`config.mk`:
```
export PLATFORM = sky130hd
export DESIGN_NAME = irq_deleg_csr
export DESIGN_NICKNAME = d
export VERILOG_FILES = /design/src/rtl/irq_deleg_pkg.sv /design/src/rtl/irq_deleg_ctrl.sv /design/src/rtl/irq_deleg_dp.sv /design/src/rtl/irq_deleg_csr.sv
export SDC_FILE = /design/constraint.sdc
export NUM_CORES = 1
export LEC_CHECK = 0
export BUFFER_PORTS_ARGS = -buffer_cell sky130_fd_sc_hd__buf_2
export CORE_MARGIN = 1.5
export CORE_UTILIZATION = 60
export CTS_CLUSTER_SIZE = 25
export DETAILED_ROUTE_END_ITERATION = 8
export GPL_TIMING_DRIVEN = 0
export PLACE_DENSITY = 0.81
export SYNTH_ARGS = -nofsm -noshare
export SYNTH_HDL_FRONTEND = slang
export SYNTH_SLANG_ARGS = --single-unit
```
`constraint.sdc`:
```
create_clock -name clk -period 2.6 [get_ports clk]
set_input_delay 0 -clock clk [delete_from_list [all_inputs] [get_ports clk]]
set_output_delay 0 -clock clk [all_outputs]
set_load 0.01 [all_outputs]
```
`src/rtl/irq_deleg_pkg.sv`:
```
package irq_deleg_pkg;

  // Bit sets, indexed by interrupt or exception cause number
  localparam logic [15:0] DELEG_BITS  = 16'h1222; // sup soft/timer/ext + coprocessor
  localparam logic [15:0] ENABLE_BITS = 16'h12AA; // delegable + machine soft/timer
  localparam logic [15:0] SWPEND_BITS = 16'h0022; // software-writable pending
  localparam logic [15:0] EXC_BITS    = 16'hBFFF; // all causes but reserved 14

  localparam int BIT_MSOFT  = 3;
  localparam int BIT_MTIMER = 7;

  // Word addresses
  localparam int ADR_EN    = 0;
  localparam int ADR_PEND  = 1;
  localparam int ADR_DELEG = 2;
  localparam int ADR_EXC   = 3;
  localparam int ADR_SEN   = 4;
  localparam int ADR_SPEND = 5;
  localparam int ADR_MVEC  = 6;
  localparam int ADR_SVEC  = 7;

  typedef enum logic [3:0] {
    SEL_NONE, SEL_EN, SEL_PEND, SEL_DELEG, SEL_EXC,
    SEL_SEN, SEL_SPEND, SEL_MVEC, SEL_SVEC
  } rd_sel_t;

  typedef struct packed {
    logic    wrEn;
    logic    wrPend;
    logic    wrDeleg;
    logic    wrExc;
    logic    wrSEn;
    logic    wrSPend;
    logic    wrMVec;
    logic    wrSVec;
    rd_sel_t rdSel;
  } csr_strobe_t;

endpackage

```
`src/rtl/irq_deleg_ctrl.sv`:
```
module irq_deleg_ctrl
  import irq_deleg_pkg::*;
#(
  parameter int ADDR_W = 4
) (
  input  logic              clk,
  input  logic              rstN,
  input  logic [ADDR_W-1:0] regAddr,
  input  logic              regWe,
  input  logic [1:0]        modeBits,
  output csr_strobe_t       stb
);

  logic modeDirect;
  assign modeDirect = (modeBits == 2'b00);

  always_comb begin
    stb = '0;
    stb.rdSel = SEL_NONE;
    if (regAddr == ADDR_W'(ADR_EN)) begin
      stb.rdSel = SEL_EN;
      stb.wrEn  = regWe;
    end else if (regAddr == ADDR_W'(ADR_PEND)) begin
      stb.rdSel  = SEL_PEND;
      stb.wrPend = regWe;
    end else if (regAddr == ADDR_W'(ADR_DELEG)) begin
      stb.rdSel   = SEL_DELEG;
      stb.wrDeleg = regWe;
    end else if (regAddr == ADDR_W'(ADR_EXC)) begin
      stb.rdSel = SEL_EXC;
      stb.wrExc = regWe;
    end else if (regAddr == ADDR_W'(ADR_SEN)) begin
      stb.rdSel = SEL_SEN;
      stb.wrSEn = regWe;
    end else if (regAddr == ADDR_W'(ADR_SPEND)) begin
      stb.rdSel   = SEL_SPEND;
      stb.wrSPend = regWe;
    end else if (regAddr == ADDR_W'(ADR_MVEC)) begin
      stb.rdSel  = SEL_MVEC;
      stb.wrMVec = regWe && modeDirect;
    end else if (regAddr == ADDR_W'(ADR_SVEC)) begin
      stb.rdSel  = SEL_SVEC;
      stb.wrSVec = regWe && modeDirect;
    end
  end

  AST_ONE_STROBE: assert property (@(posedge clk) disable iff (!rstN)
    $onehot0({stb.wrEn, stb.wrPend, stb.wrDeleg, stb.wrExc,
              stb.wrSEn, stb.wrSPend, stb.wrMVec, stb.wrSVec}));

  AST_VEC_MODE: assert property (@(posedge clk) disable iff (!rstN)
    (stb.wrMVec || stb.wrSVec) |-> (modeBits == 2'b00));

endmodule

```
`src/rtl/irq_deleg_dp.sv`:
```
module irq_deleg_dp
  import irq_deleg_pkg::*;
#(
  parameter int XLEN = 32
) (
  input  logic            clk,
  input  logic            rstN,
  input  csr_strobe_t     stb,
  input  logic [XLEN-1:0] wdata,
  input  logic            softIrq,
  input  logic            timerIrq,
  output logic [XLEN-1:0] rdata,
  output logic            hartIrq
);

  localparam logic [XLEN-1:0] DelegM  = XLEN'(DELEG_BITS);
  localparam logic [XLEN-1:0] EnableM = XLEN'(ENABLE_BITS);
  localparam logic [XLEN-1:0] SwPendM = XLEN'(SWPEND_BITS);
  localparam logic [XLEN-1:0] ExcM    = XLEN'(EXC_BITS);
  localparam logic [XLEN-1:0] AlignM  = {{(XLEN-2){1'b1}}, 2'b00};

  logic [XLEN-1:0] enReg, pendReg, irqDeleg, excDeleg, machVec, supVec;
  logic [XLEN-1:0] enNext, pendNext, enWrMask, pendWrMask;

  // Which enable / pending bits a write may touch this cycle
  always_comb begin
    enWrMask   = '0;
    pendWrMask = '0;
    if (stb.wrEn)    enWrMask   = EnableM;
    if (stb.wrSEn)   enWrMask   = EnableM & irqDeleg;
    if (stb.wrPend)  pendWrMask = SwPendM;
    if (stb.wrSPend) pendWrMask = SwPendM & irqDeleg;
  end

  always_comb begin
    enNext   = (enReg & ~enWrMask) | (wdata & enWrMask);
    pendNext = (pendReg & ~pendWrMask) | (wdata & pendWrMask);
    pendNext[BIT_MSOFT]  = softIrq;
    pendNext[BIT_MTIMER] = timerIrq;
  end

  always_ff @(posedge clk or negedge rstN) begin
    if (!rstN) begin
      enReg    <= '0;
      pendReg  <= '0;
      irqDeleg <= '0;
      excDeleg <= '0;
      machVec  <= '0;
      supVec   <= '0;
    end else begin
      enReg   <= enNext;
      pendReg <= pendNext;
      if (stb.wrDeleg) irqDeleg <= wdata & DelegM;
      if (stb.wrExc)   excDeleg <= wdata & ExcM;
      if (stb.wrMVec)  machVec  <= wdata & AlignM;
      if (stb.wrSVec)  supVec   <= wdata & AlignM;
    end
  end

  always_comb begin
    unique case (stb.rdSel)
      SEL_EN:    rdata = enReg;
      SEL_PEND:  rdata = pendReg;
      SEL_DELEG: rdata = irqDeleg;
      SEL_EXC:   rdata = excDeleg;
      SEL_SEN:   rdata = enReg & irqDeleg;
      SEL_SPEND: rdata = pendReg & irqDeleg;
      SEL_MVEC:  rdata = machVec;
      SEL_SVEC:  rdata = supVec;
      default:   rdata = '0;
    endcase
  end

  assign hartIrq = |pendReg;

  AST_VEC_ALIGN: assert property (@(posedge clk) disable iff (!rstN)
    (machVec[1:0] == 2'b00) && (supVec[1:0] == 2'b00));

  AST_EXC_HOLE: assert property (@(posedge clk) disable iff (!rstN)
    excDeleg[14] == 1'b0);

  AST_DELEG_QUIET: assert property (@(posedge clk) disable iff (!rstN)
    !stb.wrDeleg |=> $stable(irqDeleg));

  AST_SEN_LOCAL: assert property (@(posedge clk) disable iff (!rstN)
    stb.wrSEn |=> ((enReg & ~$past(irqDeleg)) == ($past(enReg) & ~$past(irqDeleg))));

  AST_SPEND_LOCAL: assert property (@(posedge clk) disable iff (!rstN)
    stb.wrSPend |=> ((pendReg & SwPendM & ~$past(irqDeleg)) ==
                     ($past(pendReg) & SwPendM & ~$past(irqDeleg))));

  AST_HART_RISE: assert property (@(posedge clk) disable iff (!rstN)
    $rose(hartIrq) |-> ($past(pendReg) == '0));

  AST_HART_FALL: assert property (@(posedge clk) disable iff (!rstN)
    $fell(hartIrq) |-> (pendReg == '0));

endmodule

```
`src/rtl/irq_deleg_csr.sv`:
```
module irq_deleg_csr
  import irq_deleg_pkg::*;
#(
  parameter int XLEN   = 32,
  parameter int ADDR_W = 4
) (
  input  logic              clk,
  input  logic              rstN,
  input  logic [ADDR_W-1:0] regAddr,
  input  logic [XLEN-1:0]   regWdata,
  input  logic              regWe,
  output logic [XLEN-1:0]   regRdata,
  input  logic              softIrq,
  input  logic              timerIrq,
  output logic              hartIrq
);

  csr_strobe_t stb;

  irq_deleg_ctrl #(.ADDR_W(ADDR_W)) u_ctrl (
    .clk      (clk),
    .rstN     (rstN),
    .regAddr  (regAddr),
    .regWe    (regWe),
    .modeBits (regWdata[1:0]),
    .stb      (stb)
  );

  irq_deleg_dp #(.XLEN(XLEN)) u_dp (
    .clk      (clk),
    .rstN     (rstN),
    .stb      (stb),
    .wdata    (regWdata),
    .softIrq  (softIrq),
    .timerIrq (timerIrq),
    .rdata    (regRdata),
    .hartIrq  (hartIrq)
  );

endmodule

```
# Word-level counts from Yosys, hierarchy flattened
# Cells that the tools add are included.
[totals] ff_bits=143 input_bits=41
[op_classes] eq_ne=15 muxes=27 bitwise_logic=10 n_reduce_logical=4
[ops] operator="one-hot mux 32 bit (8 select lines)" count=1
[ops] operator="AND 32 bit" count=3
[ops] operator="AND 32 x 13 -> 32 bit" count=2
[ops] operator="OR 32 bit" count=2
[ops] operator="AND 32 x 6 -> 32 bit" count=1
[ops] operator="equality test 4 x 3 -> 1 bit, second input constant" count=8
[ops] operator="two-way mux 32 bit" count=1
[ops] operator="two-way mux 4 bit" count=8
[ops] operator="NOT 32 bit" count=1
[ops] operator="NOT 6 -> 32 bit" count=1
[ops] operator="OR reduction 32 bit" count=1
[ops] operator="two-way mux 6 bit" count=3
[ops] operator="equality test 4 x 2 -> 1 bit, second input constant" count=4
[ops] operator="two-way mux 13 bit" count=1
[ops] operator="two-way mux 5 bit" count=2
[ops] operator="equality test 4 x 1 -> 1 bit, second input constant" count=2
[ops] operator="two-way mux 1 bit" count=8
[ops] operator="two-way mux 7 bit" count=1
[ops] operator="equality test 4 bit, second input constant" count=1
[ops] operator="zero test 4 bit" count=1
[ops] operator="two-way mux 3 bit" count=1
[ops] operator="zero test 2 bit" count=1
[ops] operator="two-way mux 2 bit" count=1
[ops] operator="logical AND 1 bit" count=1

# Longest topological paths before layout
[logic_depth] ltp_word=15 ltp_mapped=6

# Hierarchy
# From an unflattened synthesis, not the netlist that was laid out.
[hier_totals] cells_unflattened=317 hier_area_um2=4174.0
[modules_own_cells] module="irq_deleg_dp" cells_per_inst=298 area_per_inst_um2=4035.1 instances=1
[modules_own_cells] module="irq_deleg_ctrl" cells_per_inst=19 area_per_inst_um2=138.9 instances=1

# Worst setup path after synthesis
# No wires, ideal clock.
[synth_timing] kind="register to register" start="register u_dp.irqDeleg[5]" end="register (tool-made name)" t_arrival_ps=983 path_slack_ps=1492 required_time_ps=2475 n_path_buf=0 path_stages_with_launch=5 setup_time_ps=125 cell_sequence="dfrtp_1 -> nand2b_1 -> nand2_1 -> nor3_1 -> mux2_2"
[synth_lines] element="start: declaration" line="irq_deleg_dp.sv:22" source="logic [XLEN-1:0] enReg, pendReg, irqDeleg, excDeleg, machVec, supVec;"
[synth_lines] element="start signal: assignment" line="irq_deleg_dp.sv:53" source="if (stb.wrDeleg) irqDeleg <= wdata & DelegM;"

# Final worst setup path
[layout_timing] start="register u_dp.irqDeleg[9]" end="output port regRdata[9]"
[layout_via] elab_chain_len=2 elab_cells_between_ends=3 classes_between="mux (1); bitwise (2)"
[layout_rtl] element="AND 32 x 13 -> 32 bit (on tied branches)" line="irq_deleg_dp.sv:67, irq_deleg_dp.sv:66"
[layout_rtl] element="one-hot mux 32 bit (8 select lines) (*)" line="irq_deleg_dp.sv:61" source="unique case (stb.rdSel)"
[layout_rtl] element="end: declaration" line="irq_deleg_csr.sv:12" source="output logic [XLEN-1:0] regRdata,"
# Mark *: on every way between the ends. The rest lies on a longest branch, timed or not.

==> impl_metrics.yaml <==
clocking:
  clkSinkCount: 89
  cts_tree: "done"
  clockRootBuffer: "clkbuf_8"
  path_clk_slew_ns: 0.08
  h-tree-depth: 3
  cts_made_buffers: 9
  clock_path_buffers: 2
  post_cts_buffers: 0
  clk_latency_ns: 0.35
critical_path:
  worst_path_max_delay_cell: "dfrtp_1"
  crit_chain: "mux2_2, nand2_1, a21oi_1, a221o_1, buf_2"
  cpLargestDelayFamily: "flip-flops"
  endpoint_kind: "primary output"
  cp.buffers_inverters: 1
  slowest_delay_ns: 0.41
  r2r_slack_ns: 1.36
  critPathKind: "register to primary output"
  critPathArrivalTime_ns: 1.60
  required_ns: 2.60
  crit_path_start_kind: "register"
  cp_max_fo: 4
drt:
  drt_first_pass_iters: 7
  vias: 2930
  ant_nets: 0
  drt-met1-wl_um: 4020
  via_per_inst: 5.93
  highest_layer: "met4"
  met3WireLength_um: 490
  post_drt_wl_per_cell_um: 18.8
  wl_met2_um: 4600
  drc_errors: 5
  wirelength_um: 9300
  drtIter0Drc: 218
synth:
  postSynthCellCount: 293
  synth_cell_types: 41
  syn_area_um2: 4050
  syn_nets: 334
  avgSynthCellArea_um2: 13.8
  synth_warnings: 0
  yosysSeqAreaShare_pct: 55.0
  ys_seq_elements: 89
run_status:
  status: "finished, violations left"
  failed_checks: "DRC"
grt:
  grt_overflow_total: 0
  grt_max_degree: 53
  antenna_found_initial: 0
  grt.total_usage_pct: 27.7
  grt_pass1_vias: 3115
  grt_pass1_wl_um: 15300
power:
  power_density_nw_per_um2: 628
  intPower_mw: 2.37
  power_leakage_nw: 2.61
  max-vdd-ir-drop_mv: 0.486
  p_seq_share_pct: 54.7
  switching_share_pct: 25.7
  power_frac_clock_pct: 29.6
  p_switching_mw: 0.822
  p_comb_share_pct: 15.6
placement:
  post_dp_cell_area_um2: 4540
  pre_cts_slack_ns: 1.21
  dp_hpwl_um: 5810
  port_buffers: 73
  gp_congestion: 0.840
timing:
  rsz0062_at_grt: "false"
  fin_crit_ns: 1.60
  worst_slack_ns: 0.997
  setup_tns_ns: 0
  fmax_mhz: 624
  finalClockSkew_ns: 0.00246
  slew_headroom_pct: 59.0
  worst_pin_slew_ns: 0.612
  slew_violations: 0
  fin_crit_sh_pct: 61.6
  setup_viol: 0
  hold_viol: 0
final_layout:
  drive_above_1_share_pct: 40.3
  nets: 454
  syn_to_final_growth_pct: 25.6
  stdcell_area_um2: 5090
  antennaDiodeCount: 0
floorplanning:
  core_um2: 6420
  num_rows: 29
  pin_count: 74
  die_h_um: 85.2
  die_area_um2: 7250
  start_util_pct: 63.1
  dieWidth_um: 85.2
hold_path:
  hold_path.class: "primary input to register"
flow_run:
  cap_viol_max_count: 0
[logic make-up (layout without fill, tap and decap cells)]
kind of cell,Yosys count,after routing,synth area share [%]
AO/OA/AOI/OAI,46,46,9.14
buffers and inverters,26,150,3.12
flip-flops,89,89,55.0
multiplexers,92,92,26.5
AND/OR/NAND/NOR,40,40,6.27
[Yosys cell counts]
cell      number  share of area (%)
dfrtp_1       89                 55
mux2_2        46                 13
mux2_1        35                9.7
a22o_1        19                4.1
buf_2         14                1.7
mux2_4        10                3.7
nand2_1       10               0.93
a222oi_1       9                2.2
inv_1          9               0.83
o21ai_0        5               0.62
nand2b_1       4               0.62
nor2_1         4               0.37
a21oi_1        3               0.37
a31oi_1        2               0.31
a32oi_1        2               0.43
and3_1         2               0.31
nand3_1        2               0.25
nand4b_1       2               0.43
nor2_2         2               0.31
nor2b_1        2               0.31
nor3_1         2               0.25
a221o_1        1               0.25
a22oi_1        1               0.19
and2_2         1               0.19
buf_1          1              0.093
buf_4          1               0.19
buf_6          1               0.28
mux2i_1        1               0.25
nand3_2        1               0.25
nand3b_1       1               0.19
nand4_1        1               0.15
nor3_2         1               0.25
nor3b_1        1               0.19
nor3b_2        1               0.31
nor4b_4        1               0.59
o211ai_1       1               0.19
o21ai_1        1               0.12
o22ai_1        1               0.15
o31ai_1        1               0.19
or3b_1         1               0.22
or4_1          1               0.19
[area by class of cell]
cell class	count	area, um2
sequential	89	2230
clock buffer	10	138
inverter	9	33.8
tap	77	96.3
multi-input combinational	178	1700
clock inverter	5	56.3
fill	398	1340
timing repair buffer	109	746
buffer	17	92.6
[power groups by stage]
stage          combinational, mW  clock (mW)  sequential [mW]
6_report                   0.500       0.946             1.75
5_1_grt                    0.551        1.01             1.77
4_1_cts                    0.498       0.955             1.74
3_5_place_dp               0.454           0             1.77
3_3_place_gp               0.430           0             1.75
2_1_floorplan              0.312           0             1.72
[layer usage]
metal	GRT usage, %	up-vias
li1	-	1331
met1	36.8	1470
met2	45.4	109
met3	5.64	20
met4	9.99	0
met5	0	-
[cell usage in the layout, fill, tap and decap left out, drive strengths merged, types with 2 or more instances in the layout]
| master | count |
|---|---|
| buf | 91 |
| mux2 | 91 |
| dfrtp | 89 |
| dlygate4sd3 | 35 |
| a22o | 19 |
| nand2 | 10 |
| clkbuf | 10 |
| a222oi | 9 |
| inv | 9 |
| o21ai | 6 |
| nor2 | 6 |
| nand2b | 4 |
| a21oi | 3 |
| nand3 | 3 |
| nor3 | 3 |
| clkinv | 3 |
| nor2b | 2 |
| nand4b | 2 |
| a31oi | 2 |
| a32oi | 2 |
| and3 | 2 |
| nor3b | 2 |
[stage by stage]
stage	power, mW	std cells	hold slack (ns)	util, %
finish	3.19	494	0.0424	79.2
floorplan	2.03	293	-0.296	-
global route	3.33	494	0.0462	79.2
CTS	3.20	494	0.0283	79.2
global placement	2.18	443	0.111	70.3
detailed placement	2.22	444	0.00341	70.7
[what timing repair did]
action | CTS | global route
resized for setup | 0 | 0
hold buffers | 35 | 0
hold endpoints to repair | 126 | 0
[worst reg2reg max path, delay by kind of cell, from the launching register on]
family / cells / cell delay, ns
DFF: 1 / 0.38
and+or+nand+nor: 3 / 0.38
muxes: 1 / 0.36
[state kept, by name, summed over array words and instances, names as in the netlist, named ones only]
| name | cells |
|---|---|
| u_dp.pendReg | 2 |
| u_dp.irqDeleg | 4 |
| u_dp.supVec | 30 |
| u_dp.excDeleg | 15 |
| u_dp.machVec | 30 |
[worst paths after layout]
check	from	to	depth (start not counted)
max	u_dp.irqDeleg[9]	regRdata[9]	5
min	regWe	register	3
max reg2reg	u_dp.irqDeleg[5]	register	4
min reg2reg	u_dp.machVec[18]	u_dp.machVec[18]	1
max in group asynchronous	rstN	u_dp.machVec[22]	3
min in group asynchronous	rstN	asynchronous set/reset pin	2
Note: power is estimated with default switching activity, not from simulation.
